===== src/rtl/vc_pkg.sv =====
package vc_pkg;

  // Age rank update for one surviving entry. Ranks count how many younger
  // lines exist: a freed line's elders slide down, an insert pushes all up.
  function automatic int unsigned age_after(int unsigned age,
                                            int unsigned freed_age,
                                            bit          freeing,
                                            bit          bump);
    int unsigned a;
    a = age;
    if (freeing && (age > freed_age)) a = a - 1;
    if (bump) a = a + 1;
    return a;
  endfunction

  // Test data helper shared in spirit with the bench: rank of the oldest line.
  function automatic int unsigned oldest_rank(int unsigned entries);
    return entries - 1;
  endfunction

endpackage


===== src/rtl/vc_match.sv =====
module vc_match #(
  parameter int N  = 4,
  parameter int AW = 26,
  parameter int IW = 2
) (
  input  logic                 clk,
  input  logic                 rst_n,
  input  logic [N-1:0]         entry_vld,
  input  logic [N-1:0][AW-1:0] entry_tag,
  input  logic [AW-1:0]        key,
  output logic [N-1:0]         hit_vec,
  output logic                 hit_any,
  output logic [IW-1:0]        hit_idx
);

  genvar g;
  generate
    for (g = 0; g < N; g++) begin : g_cmp
      assign hit_vec[g] = entry_vld[g] && (entry_tag[g] == key);
    end
  endgenerate

  always_comb begin
    hit_idx = '0;
    for (int i = 0; i < N; i++) begin
      if (hit_vec[i]) hit_idx = IW'(i);
    end
  end

  assign hit_any = |hit_vec;

  // each held address is present in one entry only
  assert_unique_line_R5: assert property (@(posedge clk) disable iff (!rst_n)
    $onehot0(hit_vec));

endmodule


===== src/rtl/vc_alloc.sv =====
module vc_alloc #(
  parameter int N  = 4,
  parameter int IW = 2
) (
  input  logic                 clk,
  input  logic                 rst_n,
  input  logic [N-1:0]         entry_vld,
  input  logic [N-1:0][IW-1:0] entry_age,
  input  logic                 reuse,
  input  logic [IW-1:0]        reuse_idx,
  output logic [IW-1:0]        slot,
  output logic                 evict
);

  localparam logic [IW-1:0] OLDEST = IW'(vc_pkg::oldest_rank(N));

  logic [N-1:0]  oldest_vec;
  logic          free_any;
  logic [IW-1:0] free_idx;
  logic [IW-1:0] old_idx;

  genvar g;
  generate
    for (g = 0; g < N; g++) begin : g_old
      assign oldest_vec[g] = entry_vld[g] && (entry_age[g] == OLDEST);
    end
  endgenerate

  always_comb begin
    free_any = 1'b0;
    free_idx = '0;
    old_idx  = '0;
    for (int i = N - 1; i >= 0; i--) begin
      if (!entry_vld[i]) begin
        free_any = 1'b1;
        free_idx = IW'(i);
      end
    end
    for (int i = 0; i < N; i++) begin
      if (oldest_vec[i]) old_idx = IW'(i);
    end
  end

  always_comb begin
    if (reuse)         slot = reuse_idx;
    else if (free_any) slot = free_idx;
    else               slot = old_idx;
    evict = !reuse && !free_any;
  end

  // a full buffer always has exactly one earliest-inserted line
  assert_single_oldest_R6: assert property (@(posedge clk) disable iff (!rst_n)
    (&entry_vld) |-> ($countones(oldest_vec) == 1));

endmodule


===== src/rtl/victim_cache.sv =====
module victim_cache #(
  parameter int ENTRIES = 4,
  parameter int ADDR_W  = 26,
  parameter int LINE_W  = 64
) (
  input  logic              clk,
  input  logic              rst_n,
  input  logic              probe_valid,
  input  logic [ADDR_W-1:0] probe_addr,
  input  logic              vict_valid,
  input  logic [ADDR_W-1:0] vict_addr,
  input  logic [LINE_W-1:0] vict_data,
  input  logic              vict_dirty,
  output logic              probe_hit,
  output logic              probe_miss,
  output logic [LINE_W-1:0] ret_data,
  output logic              ret_dirty,
  output logic              wb_valid,
  output logic [ADDR_W-1:0] wb_addr,
  output logic [LINE_W-1:0] wb_data
);

  localparam int IW = $clog2(ENTRIES);

  logic [ENTRIES-1:0]             vld_q;
  logic [ENTRIES-1:0]             dty_q;
  logic [ENTRIES-1:0][IW-1:0]     age_q;
  logic [ENTRIES-1:0][ADDR_W-1:0] tag_q;
  logic [ENTRIES-1:0][LINE_W-1:0] dat_q;

  // named internal events
  logic [ENTRIES-1:0] hit_vec;
  logic               match_any;
  logic [IW-1:0]      hit_idx;
  logic               fwd_hit;
  logic               take_line;
  logic               store_ins;
  logic [IW-1:0]      slot;
  logic               alloc_evict;
  logic               push_out;
  logic [ENTRIES-1:0] wr_vec;
  logic [ENTRIES-1:0] free_vec;

  vc_match #(.N(ENTRIES), .AW(ADDR_W), .IW(IW)) u_match (
    .clk       (clk),
    .rst_n     (rst_n),
    .entry_vld (vld_q),
    .entry_tag (tag_q),
    .key       (probe_addr),
    .hit_vec   (hit_vec),
    .hit_any   (match_any),
    .hit_idx   (hit_idx)
  );

  assign fwd_hit   = probe_valid && vict_valid && (vict_addr == probe_addr);
  assign take_line = probe_valid && match_any && !fwd_hit;
  assign store_ins = vict_valid && !fwd_hit;

  vc_alloc #(.N(ENTRIES), .IW(IW)) u_alloc (
    .clk       (clk),
    .rst_n     (rst_n),
    .entry_vld (vld_q),
    .entry_age (age_q),
    .reuse     (take_line),
    .reuse_idx (hit_idx),
    .slot      (slot),
    .evict     (alloc_evict)
  );

  assign push_out = store_ins && alloc_evict;

  genvar g;
  generate
    for (g = 0; g < ENTRIES; g++) begin : g_ctl
      assign wr_vec[g]   = store_ins && (slot == IW'(g));
      assign free_vec[g] = take_line && hit_vec[g];
    end
  endgenerate

  // entry control state
  always_ff @(posedge clk or negedge rst_n) begin
    if (!rst_n) begin
      vld_q <= '0;
      dty_q <= '0;
      age_q <= '0;
    end else begin
      for (int i = 0; i < ENTRIES; i++) begin
        if (wr_vec[i]) begin
          vld_q[i] <= 1'b1;
          dty_q[i] <= vict_dirty;
          age_q[i] <= '0;
        end else begin
          if (free_vec[i]) vld_q[i] <= 1'b0;
          if (vld_q[i] && !free_vec[i])
            age_q[i] <= IW'(vc_pkg::age_after(32'(age_q[i]), 32'(age_q[hit_idx]),
                                              take_line, store_ins));
        end
      end
    end
  end

  // entry payload
  always_ff @(posedge clk) begin
    for (int i = 0; i < ENTRIES; i++) begin
      if (wr_vec[i]) begin
        tag_q[i] <= vict_addr;
        dat_q[i] <= vict_data;
      end
    end
  end

  // probe response, one cycle after the request
  always_ff @(posedge clk or negedge rst_n) begin
    if (!rst_n) begin
      probe_hit  <= 1'b0;
      probe_miss <= 1'b0;
      ret_data   <= '0;
      ret_dirty  <= 1'b0;
    end else begin
      probe_hit  <= probe_valid && (fwd_hit || match_any);
      probe_miss <= probe_valid && !(fwd_hit || match_any);
      ret_data   <= fwd_hit ? vict_data  : dat_q[hit_idx];
      ret_dirty  <= fwd_hit ? vict_dirty : dty_q[hit_idx];
    end
  end

  // writeback of a dirty pushed-out line
  always_ff @(posedge clk or negedge rst_n) begin
    if (!rst_n) begin
      wb_valid <= 1'b0;
      wb_addr  <= '0;
      wb_data  <= '0;
    end else begin
      wb_valid <= push_out && dty_q[slot];
      wb_addr  <= tag_q[slot];
      wb_data  <= dat_q[slot];
    end
  end

  // hit and miss never together
  assert_hit_miss_excl_R3: assert property (@(posedge clk) disable iff (!rst_n)
    !(probe_hit && probe_miss));

  // a request yields a response on the next cycle
  assert_resp_follows_req_R3: assert property (@(posedge clk) disable iff (!rst_n)
    probe_valid |=> (probe_hit || probe_miss));

  // no response without a request
  assert_no_spurious_resp_R3: assert property (@(posedge clk) disable iff (!rst_n)
    !probe_valid |=> !(probe_hit || probe_miss));

  // a hit needs a held line or a same-cycle insert
  assert_hit_needs_line_R1: assert property (@(posedge clk) disable iff (!rst_n)
    probe_hit |-> $past((|vld_q) || vict_valid));

  // writeback only follows an insert
  assert_wb_after_insert_R7: assert property (@(posedge clk) disable iff (!rst_n)
    wb_valid |-> $past(vict_valid));

  // a swap never pushes a line out
  assert_swap_no_push_R10: assert property (@(posedge clk) disable iff (!rst_n)
    (take_line && vict_valid) |=> !wb_valid);

endmodule


===== config.mk =====
export PLATFORM = sky130hd
export DESIGN_NAME = victim_cache
export DESIGN_NICKNAME = d
export VERILOG_FILES = /design/src/rtl/vc_pkg.sv /design/src/rtl/vc_match.sv /design/src/rtl/vc_alloc.sv /design/src/rtl/victim_cache.sv
export SDC_FILE = /design/constraint.sdc
export NUM_CORES = 1
export LEC_CHECK = 0
export CAP_MARGIN = 20
export CORE_MARGIN = 1.5
export CORE_UTILIZATION = 54
export CTS_CLUSTER_DIAMETER = 120
export DETAILED_ROUTE_END_ITERATION = 8
export PLACE_DENSITY = 0.77
export SYNTH_ARGS = -nofsm -noshare
export SYNTH_HDL_FRONTEND = slang
export SYNTH_SLANG_ARGS = --single-unit

===== constraint.sdc =====
create_clock -name clk -period 5.2 [get_ports clk]
set_input_delay 0.78 -clock clk [delete_from_list [all_inputs] [get_ports clk]]
set_output_delay 0.78 -clock clk [all_outputs]
set_load 0.05 [all_outputs]

# Word level (Yosys, flattened, before mapping)
# Cells that the tools add are included.
# totals
out_inout_bits	158
ff_bits	534
in_bits	121
# classes
muxes	62
n_eq_ne	11
magnitude_cmp	6
add_sub_neg	8
reduce_logical	52
# op_table
op	count
64-bit binary-select mux with 2-bit select	2
64-bit 2-to-1 mux	3
26-bit == test	5
2-bit 2-to-1 mux	35
26-bit binary-select mux with 2-bit select	1
1-bit logical AND	33
26-bit 2-to-1 mux	1
1-bit 2-to-1 mux	17
2-bit nonzero test	8
2-bit == test (second input constant)	5
2-bit by 1-bit adder with 2-bit output (second input constant)	4
2-bit > comparator	4
1-bit zero test	8
2-bit by 1-bit subtractor with 2-bit output (second input constant)	4
2-bit by 3-bit < comparator with 1-bit output (second input constant)	2
1-bit binary-select mux with 2-bit select	2
2-bit binary-select mux with 2-bit select	1
4-bit OR reduction	1
2-bit by 1-bit == test with 1-bit output (second input constant)	1
2-bit zero test	1
1-bit logical OR	1

# Logic depth before layout (Yosys ltp)
# Gate-level depths: netlist of run 1.
# logic_depth
word_depth	16
ltp_mapped	20
depth_no_buf	16

# By module
# From an unflattened synthesis of run 1, not the netlist that was laid out.
# unflattened
hier_cells	1283
area_unflattened_um2	22130.0
# modules_own_cells
mod	cells_each	n_inst	seq_area_each_um2	area_each_um2
victim_cache	1115	1	15164.5	20808.7
vc_match	154	1	0.0	1233.7
vc_alloc	14	1	0.0	87.6

# Least setup slack after synthesis of run 1
# OpenSTA, ideal clock, no wires.
# synth_timing
kind	input-to-reg
start	input port probe_addr[15]
end	register dty_q[0]
n_path_buf	2
arrival_ns	5.085
t_required_ns	5.069
path_stages	10
setup_ns	0.131
path_slack_ns	-0.016
cell_sequence	buf_2 > xnor2_1 > nand4_1 > or4_4 > or2_4 > a41oi_2 > buf_6 > mux2i_1 > o211a_1 > mux2_2
# synth_via
elab_chain_len	8
# synth_lines
element	line_no	text
start: declaration	victim_cache.sv:9	input logic [ADDR_W-1:0] probe_addr,
26-bit == test	vc_match.sv:19	assign hit_vec[g] = entry_vld[g] && (entry_tag[g] == key);
1-bit logical AND	vc_match.sv:19	
1-bit 2-to-1 mux / 4-bit OR reduction (equally long branches)	vc_match.sv:26, vc_match.sv:30	
2-bit 2-to-1 mux / 1-bit logical AND (equally long branches) (2 in series)	vc_match.sv:26, victim_cache.sv:56	
2-bit 2-to-1 mux	vc_alloc.sv:45	if (reuse) slot = reuse_idx;
2-bit zero test	victim_cache.sv:75	assign wr_vec[g] = store_ins && (slot == IW'(g));
1-bit logical AND (*)	victim_cache.sv:75	
named net wr_vec[0]	victim_cache.sv:41	logic [ENTRIES-1:0] wr_vec;
end signal: indexed assignment	victim_cache.sv:90	dty_q[i] <= vict_dirty;
end: declaration	victim_cache.sv:26	logic [ENTRIES-1:0] dty_q;
# The timed path passes the listed nets; every way through them passes the cells marked *.
# A chain may end at the register's enable or synchronous reset.

# Worst setup path in the final report of run 1
# layout_timing
start	input port probe_addr[5]
end	register age_q[4] (netlist name)
# layout_via
elab_chain_len	16
# layout_lines
element	line_no	text
26-bit == test	vc_match.sv:19	
1-bit logical AND	vc_match.sv:19	
1-bit 2-to-1 mux	vc_match.sv:26	if (hit_vec[i]) hit_idx = IW'(i);
2-bit 2-to-1 mux (2 in series)	vc_match.sv:26	
2-bit binary-select mux with 2-bit select	victim_cache.sv:95	age_q[i] <= IW'(vc_pkg::age_after(32'(age_q[i]), 32'(age_q[hit_idx]),
2-bit 2-to-1 mux (implied by the code)	victim_cache.sv:95	
2-bit > comparator	vc_pkg.sv:11	if (freeing && (age > freed_age)) a = a - 1;
1-bit logical AND	vc_pkg.sv:11	
2-bit 2-to-1 mux	vc_pkg.sv:11	
2-bit 2-to-1 mux	victim_cache.sv:94	if (vld_q[i] && !free_vec[i])
2-bit 2-to-1 mux	victim_cache.sv:88	if (wr_vec[i]) begin
2-bit by 1-bit adder with 2-bit output	vc_pkg.sv:12	if (bump) a = a + 1;
2-bit 2-to-1 mux	vc_pkg.sv:12	
2-bit 2-to-1 mux	victim_cache.sv:94	
2-bit 2-to-1 mux	victim_cache.sv:88	
end signal: indexed assignment	victim_cache.sv:95	
end: declaration	victim_cache.sv:27	logic [ENTRIES-1:0][IW-1:0] age_q;
# Parallel ways exist; a longest one is shown, timed or not. The select of a mux whose other input is x is not followed.

==> results of run 1 <==
[worst max-delay path by stage]
stage,startpoint,to,slack (ps),cells after the start
floorplan,probe_addr[15],age_q[4]$_DFFE_PN0P_,360,18
global placement,probe_addr[23],age_q[4]$_DFFE_PN0P_,170,17
detailed placement,probe_addr[5],age_q[3]$_DFFE_PN0P_,150,16
CTS,probe_addr[5],age_q[4]$_DFFE_PN0P_,650,17
global route,probe_addr[5],age_q[4]$_DFFE_PN0P_,350,17
finish,probe_addr[5],age_q[4]$_DFFE_PN0P_,510,17
[power groups by stage]
stage	registers [mW]	logic (mW)	clock network (mW)
finish	7.20	9.49	3.65
floorplan	8.96	4.52	0
detailed placement	7.26	9.43	0
global route	7.34	10.1	3.85
global placement	7.20	9.28	0
CTS	7.20	9.49	3.69
[cells in the mapped netlist, drive strengths merged (7+ instances only)]
cell    number  area (um^2)
a21oi      233         1170
nor3        14         70.1
nor2b       92          576
clkbuf      64          240
xnor2       85          752
nor4        22          138
dfrtp      174         4350
o21ai       18         90.1
xor2        49          429
edfxtp     360        10800
nand2       23         86.3
a211oi     161         1210
buf         69          453
nand4       45          282
nand3       13         65.1
nor2       156          586
inv         13         48.8
mux2i      161         1610
ha           7         87.6
[area by class of cell]
type / count / area, um^2
diodes: 2 / 5.00
clock buffers: 76 / 1470
clock inverters: 22 / 179
fillers: 3047 / 14200
inverters: 13 / 56.3
multi-input cells: 1155 / 7860
flip-flops and latches: 534 / 15200
well taps: 585 / 732
repair buffers: 338 / 3460
[kinds of logic after synthesis]
kind of cell / after synthesis / synth area share
buf+inv: 146 / 0.0313
simple gates: 395 / 0.0859
flops: 534 / 0.640
compound gates: 454 / 0.119
fa+ha+maj: 7 / 0.00370
mux: 165 / 0.0699
xor+xnor: 134 / 0.0498
[critical path: stages]
cell	delay, ps
clkdlybuf4s50_1	550
xnor2_1	500
nand2_1	130
a2111oi_0	490
buf_4	230
nand3_4	110
o211ai_1	190
o21ai_0	120
o21ai_0	270
ha_1	280
nor2_1	160
nand2_1	70
a31o_2	250
a2111o_1	430
xnor2_1	170
or3_1	320
a21oi_1	150
[flip-flops by register name, indices dropped and copies added, names as in the netlist, 4 cells and up]
signal    cells
dty_q         4
tag_q       104
dat_q       256
vld_q         4
age_q         8
wb_addr      26
wb_data      64
ret_data     64
[per-layer routing]
layer | vias up | track usage
met4 | 4 | 0.0812
met2 | 639 | 0.452
met5 | - | 0
met3 | 109 | 0.0536
li1 | 7389 | -
met1 | 8228 | 0.387
[per-stage QoR]
stage	total power [mW]	utilization	hold WS (ps)	setup slack (ps)	cell area (um^2)
floorplan	13.5	-	473	358	23700
global placement	16.5	0.632	496	169	27300
detailed placement	16.7	0.632	527	147	27300
CTS	20.4	0.670	282	652	28900
global route	21.3	0.670	306	350	28900
finish	20.3	0.670	233	515	28900
==> run summary, run 1 <==
status: completed
Port Buffers: 278
Critical Path AT: 5200 ps
Skew-Pair Late Insertion Delay: 600 ps
core area: 43200 um^2
Resized cells post-CTS: 0
max-slew violation count: 0
P_sw: 8.49 mW
initial core utilization: 0.549
most frequent cells in the layout: edfxtp_1 (360), clkdlybuf4s50_1 (277), a21oi_1 (233)
Max VDD drop: 0.000670 V
Routed WL per cell: 23.1 um
Slew @ Worst Pin: 1090 ps
chip height: 212 um
max-cap violations: 0
CP max FO: 5
reg2reg end: age_q[4]$_DFFE_PN0P_
RePlAce Congestion: 0.973
post-placement cell count: 2624
layout cells sized above 1: 0.0744
Tmin final: 4690 ps
largest net degree at the start of global routing: 137
remaining antenna violation count: 0
RSZ-0062 raised after global routing: no
synth unique cells: 65
via count: 16.4k
Synth Cell Area: 23700 um^2
nets: 2223
Synth Flop Type: edfxtp_1
vias in the first global route: 16.0k
number of primary I/O pins: 279
Area Growth Syn to Fin: 22.1%
global-route congestion overflow total: 0
Crit Path Class: in -> reg
TritonCTS Buffers: 53
DR pass1 iterations: 5
Sum Neg Setup Slack: 0 ps
Post-synth EDFFs: 360
first-pass GRT wire length: 94900 um
commonest non-fill, non-tap cell in the layout: edfxtp_1
Finished Layout Cells: 2725
Switching Share: 0.418
DR iter-0 viols: 1350
worst clock skew: 19.3 ps
critical path endpoint category: flip-flop
DR WL met3: 4500 um
yosys warns: 0
CP required: 5710 ps
Final Setup Violations: 0
TritonCTS clock tree: built
initial antenna violation count: 4
internal power: 11.8 mW
Fin. Hold Viols: 0
hold_buf cts: 0
width of the die: 212 um
uppermost layer routed: met5
Syn Area/Cell: 12.9 um^2
Highest Clock Rate: 213 MHz
CTS sink cnt: 534
DR vias/cell: 6.01
Setup Buffers After CTS: 0
WL met1: 26400 um
fin crit share: 0.901
Die ar.: 45100 um^2
clk buf depth: 3
Post-Synthesis Cells: 1835
Comb pwr share: 0.467
asr flop ratio synth: 0.326
drt total wl: 63000 um
H-tree level count: 2
row cnt: 76
post-DP HPWL: 41900 um
Clk pwr share: 0.179
leakage power: 10.9 nW
DRC: 0
Hold Crit Class: in -> async
FF-to-FF Start: tag_q[31]$_DFFE_PP_
Synth Register Bits: 534
routed length on met2: 30500 um
crit path launch type: input pin
R2R setup slack: 890 ps
register area share after synthesis: 0.640
worst reg2reg path depth: 16
post-synth net total: 1963
gr usage total: 0.280
Reg clk slew, reported paths: 60 ps
Seq pwr share: 0.354
root buffer cell: clkbuf_16
max_slew headroom: 0.272
power per cell area: 703 nW/um^2
(Power assumes the default switching activity.)
==> run 2, diff against run 1 <==
==> constraint.sdc (replaced) <==
create_clock -name clk -period 5.2 [get_ports clk]
set_input_delay 1.04 -clock clk [delete_from_list [all_inputs] [get_ports clk]]
set_output_delay 1.04 -clock clk [all_outputs]
set_load 0.05 [all_outputs]
==> run summary, run 2 (synthesis results as in run 1) <==
initial core utilization: 0.549
Routed WL per cell: 23.3 um
leakage power: 11.2 nW
Final Setup Violations: 0
RePlAce Congestion: 0.954
status: completed
Die ar.: 45100 um^2
commonest non-fill, non-tap cell in the layout: edfxtp_1
placed cell area: 27700 um^2
Multi-input gate area: 7860 um^2
Resized cells post-CTS: 0
Max VDD drop: 0.000490 V
width of the die: 212 um
gr usage total: 0.291
Crit path depth: 18
Largest register FFs: 256
clk buf depth: 3
core area: 43200 um^2
worst clock skew: 31.0 ps
Worst Path Buf+Inv: 3
vias in the first global route: 16.4k
crit path cell chain: clkdlybuf4s50_1, xnor2_1, nand4_1, nor4_1, buf_4, nand3_4, o211ai_1, o21ai_0, o21ai_0, buf_4, ha_1, nor2_1, nand2_1, a31o_2, a2111o_1, xnor2_1, or3_1, a21oi_1
layout cells sized above 1: 0.0940
largest net degree at the start of global routing: 82
TritonCTS Buffers: 53
DR pass1 iterations: 5
Biggest register: dat_q
FF-to-FF Start: tag_q[50]$_DFFE_PP_
Skew-Pair Late Insertion Delay: 620 ps
R2R setup slack: 1150 ps
first-pass GRT wire length: 98200 um
Port Buffers: 278
crit path launch type: input pin
Crit Path Class: in -> reg
Sum Neg Setup Slack: 0 ps
post-DP HPWL: 43900 um
max-cap violations: 0
chip height: 212 um
fin crit share: 0.886
H-tree level count: 2
crit-path leading delay family: simple AND/OR/NAND/NOR gates
root buffer cell: clkbuf_16
TritonCTS clock tree: built
biggest regs: dat_q (256), tag_q (104)
remaining antenna violation count: 0
via count: 16.3k
critical path endpoint category: flip-flop
hold_buf cts: 0
DR vias/cell: 5.90
CP max FO: 5
Highest Clock Rate: 217 MHz
Largest stage delay, worst path: 560 ps
Area Growth Syn to Fin: 24.2%
CTS sink cnt: 534
DR iter-0 viols: 1459
initial antenna violation count: 4
slowest stage cell, crit path: clkdlybuf4s50_1
Slew @ Worst Pin: 981 ps
max_slew headroom: 0.346
drt total wl: 64500 um
most frequent cells in the layout: edfxtp_1 (360), clkdlybuf4s50_1 (277), a21oi_1 (233)
RSZ-0062 raised after global routing: no
Reg area: 15200 um^2
n_diodes: 0
Reg clk slew, reported paths: 70 ps
Finished Cell Area: 29400 um^2
fill cell total of the finished layout: 3068
max-slew violation count: 0
CP required: 5740 ps
power per cell area: 706 nW/um^2
global-route congestion overflow total: 0
Fin. Hold Viols: 0
number of primary I/O pins: 279
worst reg2reg path depth: 17
row cnt: 76
Hold Crit Class: in -> async
Tmin final: 4610 ps
Setup Buffers After CTS: 0
DRC: 0
Critical Path AT: 5140 ps
reg2reg end: age_q[4]$_DFFE_PN0P_
nets: 2263
run 2: area by class of cell:
cell class,count,share of cell area
repair buffers,378,0.131
clock inverters,17,0.00578
flip-flops and latches,534,0.515
clock buffers,83,0.0541
well taps,585,0.0249
inverters,13,0.00191
multi-input cells,1155,0.267
run 2: how the worst max path moves through the flow:
stage / from / end / slack [ps]
after global routing: probe_addr[23] / age_q[4]$_DFFE_PN0P_ / 370
after floorplan: probe_addr[15] / age_q[4]$_DFFE_PN0P_ / 100
after CTS: probe_addr[23] / age_q[4]$_DFFE_PN0P_ / 660
after global placement: probe_addr[15] / age_q[4]$_DFFE_PN0P_ / 70
final: probe_addr[23] / age_q[4]$_DFFE_PN0P_ / 590
after detailed placement: probe_addr[23] / age_q[4]$_DFFE_PN0P_ / 30
run 2: metal layers:
layer  track usage  share of wire  wire (um)
met3        0.0436          0.062       3980
met5             0        0.00090         58
met2         0.481           0.49      31700
met1         0.397           0.42      27100
met4        0.0902          0.026       1650
run 2: per-stage QoR:
stage          cells  setup slack, ps  hold WS [ps]  utilization  total power, mW
2_1_floorplan   1835             97.5           473            -             13.5
3_3_place_gp    2665             66.0           512        0.641             16.8
3_5_place_dp    2665             28.5           517        0.641             17.0
4_1_cts         2765              661           461        0.681             20.9
5_1_grt         2765              369           475        0.681             21.8
6_report        2765              595           420        0.681             20.8
run 2: where the power goes:
| part | leakage [nW] | internal [mW] | switching, mW |
|---|---|---|---|
| logic | 5.00 | 3.53 | 6.26 |
| clock network | 0.860 | 2.21 | 1.60 |
| registers | 5.31 | 6.41 | 0.783 |
==> run 3, diff against run 2 <==
--- a/config.mk
+++ b/config.mk
@@ -5,7 +5,6 @@
 export SDC_FILE = /design/constraint.sdc
 export NUM_CORES = 1
 export LEC_CHECK = 0
-export CAP_MARGIN = 20
 export CORE_MARGIN = 1.5
 export CORE_UTILIZATION = 54
 export CTS_CLUSTER_DIAMETER = 120
==> results of run 3 <==
The final DEF is identical to that of run 2; final timing and power are the same.
